===== config.mk =====
export PLATFORM = sky130hd
export DESIGN_NAME = nmi_req_ctrl
export DESIGN_NICKNAME = d
export VERILOG_FILES = /design/src/rtl/nmi_req_pkg.sv /design/src/rtl/nmi_pin_sync.sv /design/src/rtl/nmi_src_bank.sv /design/src/rtl/nmi_mask_gate.sv /design/src/rtl/nmi_req_ctrl.sv
export SDC_FILE = /design/constraint.sdc
export NUM_CORES = 1
export LEC_CHECK = 0
export ABC_AREA = 1
export BUFFER_PORTS_ARGS = -buffer_cell sky130_fd_sc_hd__buf_2
export CAP_MARGIN = 20
export CORE_MARGIN = 2
export CORE_UTILIZATION = 35
export CTS_CLUSTER_SIZE = 16
export DETAILED_ROUTE_END_ITERATION = 10
export GPL_TIMING_DRIVEN = 0
export PLACE_DENSITY = 0.59
export SYNTH_ARGS = -nofsm -noshare
export SYNTH_HDL_FRONTEND = slang
export SYNTH_HIERARCHICAL = 1
export SYNTH_SLANG_ARGS = --single-unit
export TNS_END_PERCENT = 50

===== constraint.sdc =====
create_clock -name clk -period 1.1 [get_ports clk]
set_clock_uncertainty 0.15 [all_clocks]
set_input_delay 0.11 -clock clk [delete_from_list [all_inputs] [get_ports clk]]
set_output_delay 0.11 -clock clk [all_outputs]
set_load 0.01 [all_outputs]

===== src/rtl/nmi_req_pkg.sv =====
package nmi_req_pkg;

  localparam int NSRC = 3;

  localparam int SRC_PIN   = 0;
  localparam int SRC_OSC   = 1;
  localparam int SRC_FLASH = 2;

  localparam logic [1:0] ADDR_FLAG = 2'd0;
  localparam logic [1:0] ADDR_NEN  = 2'd1;
  localparam logic [1:0] ADDR_MEN  = 2'd2;
  localparam logic [1:0] ADDR_CTL  = 2'd3;

  typedef enum logic [1:0] {
    OP_LOAD = 2'd0,
    OP_SET  = 2'd1,
    OP_CLR  = 2'd2,
    OP_NONE = 2'd3
  } bus_op_e;

  // Bit-wise register update for one write operation.
  function automatic logic [31:0] apply_op(bus_op_e op, logic [31:0] cur, logic [31:0] d);
    logic [31:0] r;
    case (op)
      OP_LOAD: r = d;
      OP_SET:  r = cur | d;
      OP_CLR:  r = cur & ~d;
      default: r = cur;
    endcase
    return r;
  endfunction

endpackage


===== src/rtl/nmi_pin_sync.sv =====
module nmi_pin_sync #(
  parameter int STAGES = 2
) (
  input  logic clk,
  input  logic rst_n,
  input  logic pin_async,
  output logic pin_rise
);

  logic [STAGES-1:0] sync_q;
  logic              last_q;

  genvar g;
  generate
    for (g = 0; g < STAGES; g++) begin : g_stage
      if (g == 0) begin : g_first
        always_ff @(posedge clk or negedge rst_n) begin
          if (!rst_n) sync_q[0] <= 1'b0;
          else        sync_q[0] <= pin_async;
        end
      end else begin : g_next
        always_ff @(posedge clk or negedge rst_n) begin
          if (!rst_n) sync_q[g] <= 1'b0;
          else        sync_q[g] <= sync_q[g-1];
        end
      end
    end
  endgenerate

  always_ff @(posedge clk or negedge rst_n) begin
    if (!rst_n) last_q <= 1'b0;
    else        last_q <= sync_q[STAGES-1];
  end

  assign pin_rise = sync_q[STAGES-1] & ~last_q;

endmodule


===== src/rtl/nmi_src_bank.sv =====
module nmi_src_bank
  import nmi_req_pkg::*;
(
  input  logic            clk,
  input  logic            rst_n,
  input  logic [NSRC-1:0] src_evt,
  input  logic            flag_wr,
  input  logic            en_wr,
  input  bus_op_e         op,
  input  logic [NSRC-1:0] wdata,
  input  logic            ack,
  output logic [NSRC-1:0] flag_q,
  output logic [NSRC-1:0] en_q,
  output logic            req
);

  logic [NSRC-1:0] flag_d;
  logic [NSRC-1:0] en_d;
  logic [31:0]     flag_upd;
  logic [31:0]     en_upd;

  always_comb begin
    flag_upd = apply_op(op, 32'(flag_q), 32'(wdata));
    en_upd   = apply_op(op, 32'(en_q), 32'(wdata));
    // Software write first, then events win over any clear.
    flag_d = flag_wr ? flag_upd[NSRC-1:0] : flag_q;
    flag_d = flag_d | src_evt;
    // Acceptance overrides a same-cycle enable write.
    if (ack)        en_d = '0;
    else if (en_wr) en_d = en_upd[NSRC-1:0];
    else            en_d = en_q;
  end

  always_ff @(posedge clk or negedge rst_n) begin
    if (!rst_n) begin
      flag_q <= '0;
      en_q   <= '0;
    end else begin
      flag_q <= flag_d;
      en_q   <= en_d;
    end
  end

  assign req = |(flag_q & en_q);

endmodule


===== src/rtl/nmi_mask_gate.sv =====
module nmi_mask_gate
  import nmi_req_pkg::*;
#(
  parameter int NMASK = 4
) (
  input  logic             clk,
  input  logic             rst_n,
  input  logic             men_wr,
  input  logic             gie_wr,
  input  bus_op_e          op,
  input  logic [NMASK-1:0] wdata,
  input  logic             ack,
  input  logic [NMASK-1:0] mask_req,
  output logic [NMASK-1:0] men_q,
  output logic             gie_q,
  output logic [NMASK-1:0] irq_out
);

  logic [31:0] men_upd;
  logic [31:0] gie_upd;
  logic [NMASK-1:0] men_d;
  logic gie_d;

  always_comb begin
    men_upd = apply_op(op, 32'(men_q), 32'(wdata));
    gie_upd = apply_op(op, 32'(gie_q), 32'(wdata[0]));
    men_d   = men_wr ? men_upd[NMASK-1:0] : men_q;
    if (ack)         gie_d = 1'b0;
    else if (gie_wr) gie_d = gie_upd[0];
    else             gie_d = gie_q;
  end

  always_ff @(posedge clk or negedge rst_n) begin
    if (!rst_n) begin
      men_q <= '0;
      gie_q <= 1'b0;
    end else begin
      men_q <= men_d;
      gie_q <= gie_d;
    end
  end

  genvar i;
  generate
    for (i = 0; i < NMASK; i++) begin : g_gate
      assign irq_out[i] = mask_req[i] & men_q[i] & gie_q;
    end
  endgenerate

endmodule


===== src/rtl/nmi_req_ctrl.sv =====
module nmi_req_ctrl
  import nmi_req_pkg::*;
#(
  parameter int NMASK       = 4,
  parameter int DW          = 8,
  parameter int SYNC_STAGES = 2
) (
  input  logic             clk,
  input  logic             rst_n,
  input  logic             nmi_pin,
  input  logic             osc_fault,
  input  logic             flash_viol,
  input  logic             nmi_ack,
  input  logic [NMASK-1:0] mask_req,
  input  logic             bus_we,
  input  logic [1:0]       bus_op,
  input  logic [1:0]       bus_addr,
  input  logic [DW-1:0]    bus_wdata,
  output logic [DW-1:0]    bus_rdata,
  output logic             nmi_req,
  output logic [NMASK-1:0] irq_out
);

  bus_op_e          op;
  logic             wr_active;
  logic             flag_wr_ev;
  logic             nen_wr_ev;
  logic             men_wr_ev;
  logic             gie_wr_ev;
  logic             pin_rise;
  logic [NSRC-1:0]  src_evt;
  logic [NSRC-1:0]  flag_q;
  logic [NSRC-1:0]  en_q;
  logic [NMASK-1:0] men_q;
  logic             gie_q;

  assign op         = bus_op_e'(bus_op);
  assign wr_active  = bus_we && (op != OP_NONE);
  assign flag_wr_ev = wr_active && (bus_addr == ADDR_FLAG);
  assign nen_wr_ev  = wr_active && (bus_addr == ADDR_NEN);
  assign men_wr_ev  = wr_active && (bus_addr == ADDR_MEN);
  assign gie_wr_ev  = wr_active && (bus_addr == ADDR_CTL);

  nmi_pin_sync #(.STAGES(SYNC_STAGES)) u_pin (
    .clk       (clk),
    .rst_n     (rst_n),
    .pin_async (nmi_pin),
    .pin_rise  (pin_rise)
  );

  always_comb begin
    src_evt            = '0;
    src_evt[SRC_PIN]   = pin_rise;
    src_evt[SRC_OSC]   = osc_fault;
    src_evt[SRC_FLASH] = flash_viol;
  end

  nmi_src_bank u_bank (
    .clk     (clk),
    .rst_n   (rst_n),
    .src_evt (src_evt),
    .flag_wr (flag_wr_ev),
    .en_wr   (nen_wr_ev),
    .op      (op),
    .wdata   (bus_wdata[NSRC-1:0]),
    .ack     (nmi_ack),
    .flag_q  (flag_q),
    .en_q    (en_q),
    .req     (nmi_req)
  );

  nmi_mask_gate #(.NMASK(NMASK)) u_mask (
    .clk      (clk),
    .rst_n    (rst_n),
    .men_wr   (men_wr_ev),
    .gie_wr   (gie_wr_ev),
    .op       (op),
    .wdata    (bus_wdata[NMASK-1:0]),
    .ack      (nmi_ack),
    .mask_req (mask_req),
    .men_q    (men_q),
    .gie_q    (gie_q),
    .irq_out  (irq_out)
  );

  always_comb begin
    bus_rdata = '0;
    case (bus_addr)
      ADDR_FLAG: bus_rdata[NSRC-1:0]  = flag_q;
      ADDR_NEN:  bus_rdata[NSRC-1:0]  = en_q;
      ADDR_MEN:  bus_rdata[NMASK-1:0] = men_q;
      default:   bus_rdata[0]         = gie_q;
    endcase
  end

endmodule


Yosys cells after proc, flatten, opt, wreduce, memory -nomap -nowiden
Cells that the tools add are included.
{"block": "op_classes", "eq_ne": 6, "muxes": 12, "n_bitwise": 23, "reduce_logical": 15}
{"operator": "one-hot mux 3 bit (3 select lines)", "n": 2}
{"operator": "one-hot mux 4 bit (3 select lines)", "n": 1}
{"operator": "bitwise AND 1 bit", "n": 10}
{"operator": "bitwise AND 3 bit", "n": 3}
{"operator": "2-to-1 mux 3 bit", "n": 3}
{"operator": "bitwise OR 3 bit", "n": 3}
{"operator": "equality test 2 bit (second input constant)", "n": 3}
{"operator": "one-hot mux 1 bit (3 select lines)", "n": 2}
{"operator": "one-hot mux 2 bit (3 select lines)", "n": 1}
{"operator": "AND reduction 2 bit", "n": 3}
{"operator": "logical AND 1 bit", "n": 5}
{"operator": "bitwise AND 4 bit", "n": 1}
{"operator": "equality test 2 x 1 -> 1 bit (second input constant)", "n": 2}
{"operator": "zero test 2 bit", "n": 2}
{"operator": "inverter 4 bit", "n": 1}
{"operator": "bitwise OR 4 bit", "n": 1}
{"operator": "nonzero test 2 bit", "n": 2}
{"operator": "nonzero test 4 bit", "n": 1}
{"operator": "2-to-1 mux 1 bit", "n": 3}
{"operator": "inverter 3 bit", "n": 1}
{"operator": "nonzero test 3 bit", "n": 1}
{"operator": "OR reduction 3 bit", "n": 1}
{"operator": "!= test 2 bit (second input constant)", "n": 1}
{"operator": "inverter 1 bit", "n": 2}
{"operator": "bitwise OR 1 bit", "n": 1}
{"block": "totals", "ff_bits": 14, "output_inout_bits": 13, "wordCells": 63}

Longest topological paths before layout
{"block": "depth", "word_depth": 5, "mapped_depth": 10, "mapped_depth_nobuf": 10}

Modules after synthesis
Netlist, hierarchy kept.
{"mod": "nmi_src_bank", "n_inst": 1, "cells_per_inst": 70, "area_each_um2": 474.2}
{"mod": "nmi_mask_gate", "n_inst": 1, "cells_per_inst": 63, "area_each_um2": 415.4}
{"mod": "nmi_req_ctrl", "n_inst": 1, "cells_per_inst": 32, "area_each_um2": 161.4}
{"mod": "nmi_pin_sync", "n_inst": 1, "cells_per_inst": 5, "area_each_um2": 85.1}

Worst setup path after synthesis
OpenSTA, ideal clock, no wires.
{"block": "synth_path", "path_type": "input -> register", "from": "input bus_addr[0]", "to": "register u_bank.flag_q[0]", "t_arrival_ns": 0.935, "required_ns": 0.885, "path_slack_ns": -0.049, "stages": 6, "path_buffers": 1, "path_cell_list": "buf_4 -> nor3_1 -> nand2_1 -> o21bai_1 -> o21ai_1 -> nand2_1"}
{"block": "synth_between", "elab_chain_len": 4}
{"element": "from (decl)", "line_no": "nmi_req_ctrl.sv:17", "rtl": "input logic [1:0] bus_addr,"}
{"element": "zero test 2 bit", "line_no": "nmi_req_ctrl.sv:39", "rtl": "assign flag_wr_ev = wr_active && (bus_addr == ADDR_FLAG);"}
{"element": "logical AND 1 bit", "line_no": "nmi_req_ctrl.sv:39"}
{"element": "via flag_wr_ev", "line_no": "nmi_req_ctrl.sv:26", "rtl": "logic flag_wr_ev;"}
{"element": "2-to-1 mux 3 bit", "line_no": "nmi_src_bank.sv:26", "rtl": "flag_d = flag_wr ? flag_upd[NSRC-1:0] : flag_q;"}
{"element": "bitwise OR 3 bit", "line_no": "nmi_src_bank.sv:27", "rtl": "flag_d = flag_d | src_evt;"}
{"element": "via u_bank.flag_d[0]", "line_no": "nmi_src_bank.sv:17", "rtl": "logic [NSRC-1:0] flag_d;"}
{"element": "to (signal assigned)", "line_no": "nmi_src_bank.sv:39", "rtl": "flag_q <= flag_d;"}
{"element": "to (decl)", "line_no": "nmi_src_bank.sv:12", "rtl": "output logic [NSRC-1:0] flag_q,"}
The timed path passes the listed nets, and every way through them passes these cells.
A chain may end at the register's enable or synchronous reset.

Final worst setup path
{"block": "layout_path", "from": "register u_mask.gie_q", "to": "output bus_rdata[0]"}
{"block": "layout_between", "elab_chain_len": 1}
{"element": "from (decl)", "line_no": "nmi_mask_gate.sv:15", "rtl": "output logic gie_q,"}
{"element": "from (signal assigned)", "line_no": "nmi_mask_gate.sv:39", "rtl": "gie_q <= gie_d;"}
{"element": "one-hot mux 1 bit (3 select lines)", "line_no": "nmi_req_ctrl.sv:88", "rtl": "case (bus_addr)"}
{"element": "to (decl)", "line_no": "nmi_req_ctrl.sv:19", "rtl": "output logic [DW-1:0] bus_rdata,"}
No other way between the ends.

==> impl_metrics.json <==
{
  "outcome": "finished, violations left",
  "violations_in_the_final_reports": "setup timing",
  "fp.dieH_um": 61.0,
  "grt_antenna_before_repair": 0,
  "antennaDiodeCount": 0,
  "min_path_type": "input pin to register",
  "cts_max_level": 1,
  "placedCellCount": 243,
  "via_count_of_the_first_global_routing_pass": 1118,
  "drc": 0,
  "clock_pin_slew_on_the_worst_setup_and_hold_paths_ps": 90,
  "ranking_of_synthesized_cells_by_area": "sky130_fd_sc_hd__dfrtp_1, sky130_fd_sc_hd__nand2_1, sky130_fd_sc_hd__ha_1",
  "synthMuxAreaShare": 0,
  "main_combinational_cell_family_by_area_after_synthesis": "simple AND/OR/NAND/NOR gates",
  "worstPathArrival_ps": 1030,
  "hold_violations": 0,
  "syn_avg_cell_area_um2": 6.68,
  "final.period_utilization": 1.17,
  "post_synth_inst_count": 170,
  "worstPathCellList": "nand3_1 -> nand4_1 -> buf_2",
  "nets": 257,
  "routedWlPerCell_um": 11.1,
  "wire_length_of_the_first_global_routing_pass_mm": 4.86,
  "synth_cell_types": 19,
  "maxClockFrequency_ghz": 0.775,
  "synth.most_common_cell": "sky130_fd_sc_hd__nand2_1",
  "timing.final.setup_violations": 14,
  "finalWorstPathRequiredPeriod_ps": 1290,
  "detailed_place_hpwl_mm": 2.21,
  "cts_sinks": 14,
  "yosysTopAreaCellShare": 0.308,
  "clk_latency_worst_skew_pair_ps": 290,
  "fin_util": 0.520,
  "cts.path.max_buffers": 2,
  "gp_routability_congestion": 0.755,
  "finalWirelength_mm": 2.99,
  "die-area_um2": 3720,
  "synth_edf_count": 0,
  "synthToLayoutAreaGrowth_pct": 40.9,
  "worst_ir_drop_vdd_uv": 347,
  "tritoncts": "built",
  "vias_per_cell": 4.68,
  "tritoncts.num_buffers": 3,
  "synth_common_cells": "sky130_fd_sc_hd__nand2_1, sky130_fd_sc_hd__nand3_1, sky130_fd_sc_hd__inv_1",
  "xor_and_xnor_area_share_after_synthesis": 0,
  "yosys_register_bits": 14,
  "maxCapViolCount": 0,
  "drt_pre_antenna_iters": 4,
  "dominantRegCellSynth": "sky130_fd_sc_hd__dfrtp_1",
  "final_layout_size_suffix_gt1_frac": 0.304,
  "io_pins": 36,
  "synth_largest_area_cell": "sky130_fd_sc_hd__dfrtp_1",
  "final-max-slew-violation-count": 0,
  "tns_ps": -1610,
  "worst_setup_path_end_kind": "primary output",
  "path_class": "register to primary output",
  "synth-compound-area-share": 0.0727,
  "rsz0062_at_grt": "true",
  "critical-path-slowest-cell": "sky130_fd_sc_hd__dfrtp_1",
  "syn_area_um2": 1140,
  "fp_rows": 20,
  "cts-root-buf": "sky130_fd_sc_hd__clkbuf_4",
  "asyncSetResetFlopFracSynth": 1.00,
  "critical_path.max_fanout": 3,
  "required_ps": 840,
  "stdcell_count": 268,
  "all_layer_global_routing_usage": 0.179,
  "synthSimpleGateAreaFrac": 0.388,
  "die_x_um": 61.0,
  "synth_seq_area_share": 0.308,
  "power_density_nw_per_um2": 919,
  "critPathMaxStageDelay_ps": 420,
  "globalRouteOverflowTotal": 0,
  "detail-route-antenna-nets": 0,
  "buffer_ports.inserted": 26,
  "setup.worst_path.start_class": "register",
  "timing.final.ws_setup_ps": -190,
  "floorplan.initialDensity": 0.369,
  "num_vias": 1255,
  "yosys_warnings": 6,
  "core_region_area_um2": 3080,
  "maximum_number_of_pins_on_one_net_before_global_route_repair": 15,
  "leakage_nw": 0.840,
  "drtIter0Drc": 49,
  "fraction_of_the_mapped_netlist_area_in_adder_cells": 0.0991
}
-- per-layer routing --
layer	vias up	GRT usage	routed length, um
met1	571	0.244	1380
li1	634	-	-
met2	43	0.278	1380
met4	0	0.109	78
met3	7	0.0128	151
met5	-	0	0
-- layout by cell type (no fill, tap or decap), types with 8 or more instances in the layout --
cell type                       synthesis  final
sky130_fd_sc_hd__buf_4                  5     15
sky130_fd_sc_hd__ha_1                   9      8
sky130_fd_sc_hd__inv_1                 20     18
sky130_fd_sc_hd__buf_2                  0     25
sky130_fd_sc_hd__dlygate4sd3_1          0     10
sky130_fd_sc_hd__nand2_1               53     53
sky130_fd_sc_hd__o21ai_1                9      8
sky130_fd_sc_hd__nor2_1                13     13
sky130_fd_sc_hd__dfrtp_1               14     14
sky130_fd_sc_hd__nand3_1               22     21
-- area by class of cell --
| type | instances | area (um2) |
|---|---|---|
| fillers | 305 | 1480 |
| flip-flops and latches | 14 | 350 |
| inverters | 26 | 97.6 |
| well taps | 44 | 55.1 |
| multi-input cells | 127 | 693 |
| clock buffers | 4 | 36.3 |
| plain buffers | 6 | 52.6 |
| repair buffers | 47 | 315 |
-- path summary, 6_finish.rpt --
kind	start	end	slack, ps	cells after the start
setup / recovery	u_mask/gie_q$_DFFE_PN0P_	bus_rdata[0]	-190	3
hold / removal	bus_wdata[2]	u_mask/men_q[2]$_DFFE_PN0P_	20	4
setup reg to reg	u_mask/men_q[2]$_DFFE_PN0P_	u_mask/men_q[2]$_DFFE_PN0P_	-110	6
hold reg to reg	u_pin/sync_q[0]$_DFF_PN0_	u_pin/sync_q[1]$_DFF_PN0_	210	0
max in group asynchronous	rst_n	u_pin/last_q$_DFF_PN0_	470	2
min in group asynchronous	rst_n	u_mask/men_q[3]$_DFFE_PN0P_	90	2
-- cells by family (layout without fill, tap and decap cells) --
logic type | count (synthesis) | count (layout)
compound gates | 15 | 15
fa+ha+maj | 9 | 9
buf+inv | 32 | 83
flops | 14 | 14
other cells | 1 | 4
simple gates | 99 | 99
-- what timing repair did --
item	in CTS	in global routing
resized for setup	4	4
setup buffers	9	2
endpoints found under the hold margin	21	0
pin swaps	13	8
hold buffers	10	0
setup endpoints to repair	15	20
-- critical path, delay by kind of cell, from the launching register on --
kind                   cells  cell delay [ps]
buffers and inverters      1              140
flip-flops                 1              420
AND/OR/NAND/NOR            2              180
-- power breakdown --
group	switching, mW	total, mW	internal (mW)
logic	0.262	0.490	0.229
clock network	0.182	0.384	0.202
registers	0.0376	0.597	0.560
total	0.481	1.47	0.990
-- state kept, by name (all words and copies together) (netlist names) --
register       count
u_pin/sync_q       2
u_mask/men_q       4
u_mask/gie_q       1
u_pin/last_q       1
u_bank/en_q        3
u_bank/flag_q      3
-- stage by stage --
step                setup slack [ps]  power (mW)  cell area (um2)  hold slack [ps]
floorplan                      -9.17       0.844             1160             -336
finish                          -190        1.47             1600             21.4
global placement                -314       0.962             1350             -133
detailed placement              -359       0.976             1350             -126
CTS                             -178        1.44             1570             14.7
global route                    -226        1.55             1600             54.3
No activity file was read; power rests on OpenSTA's default activity.
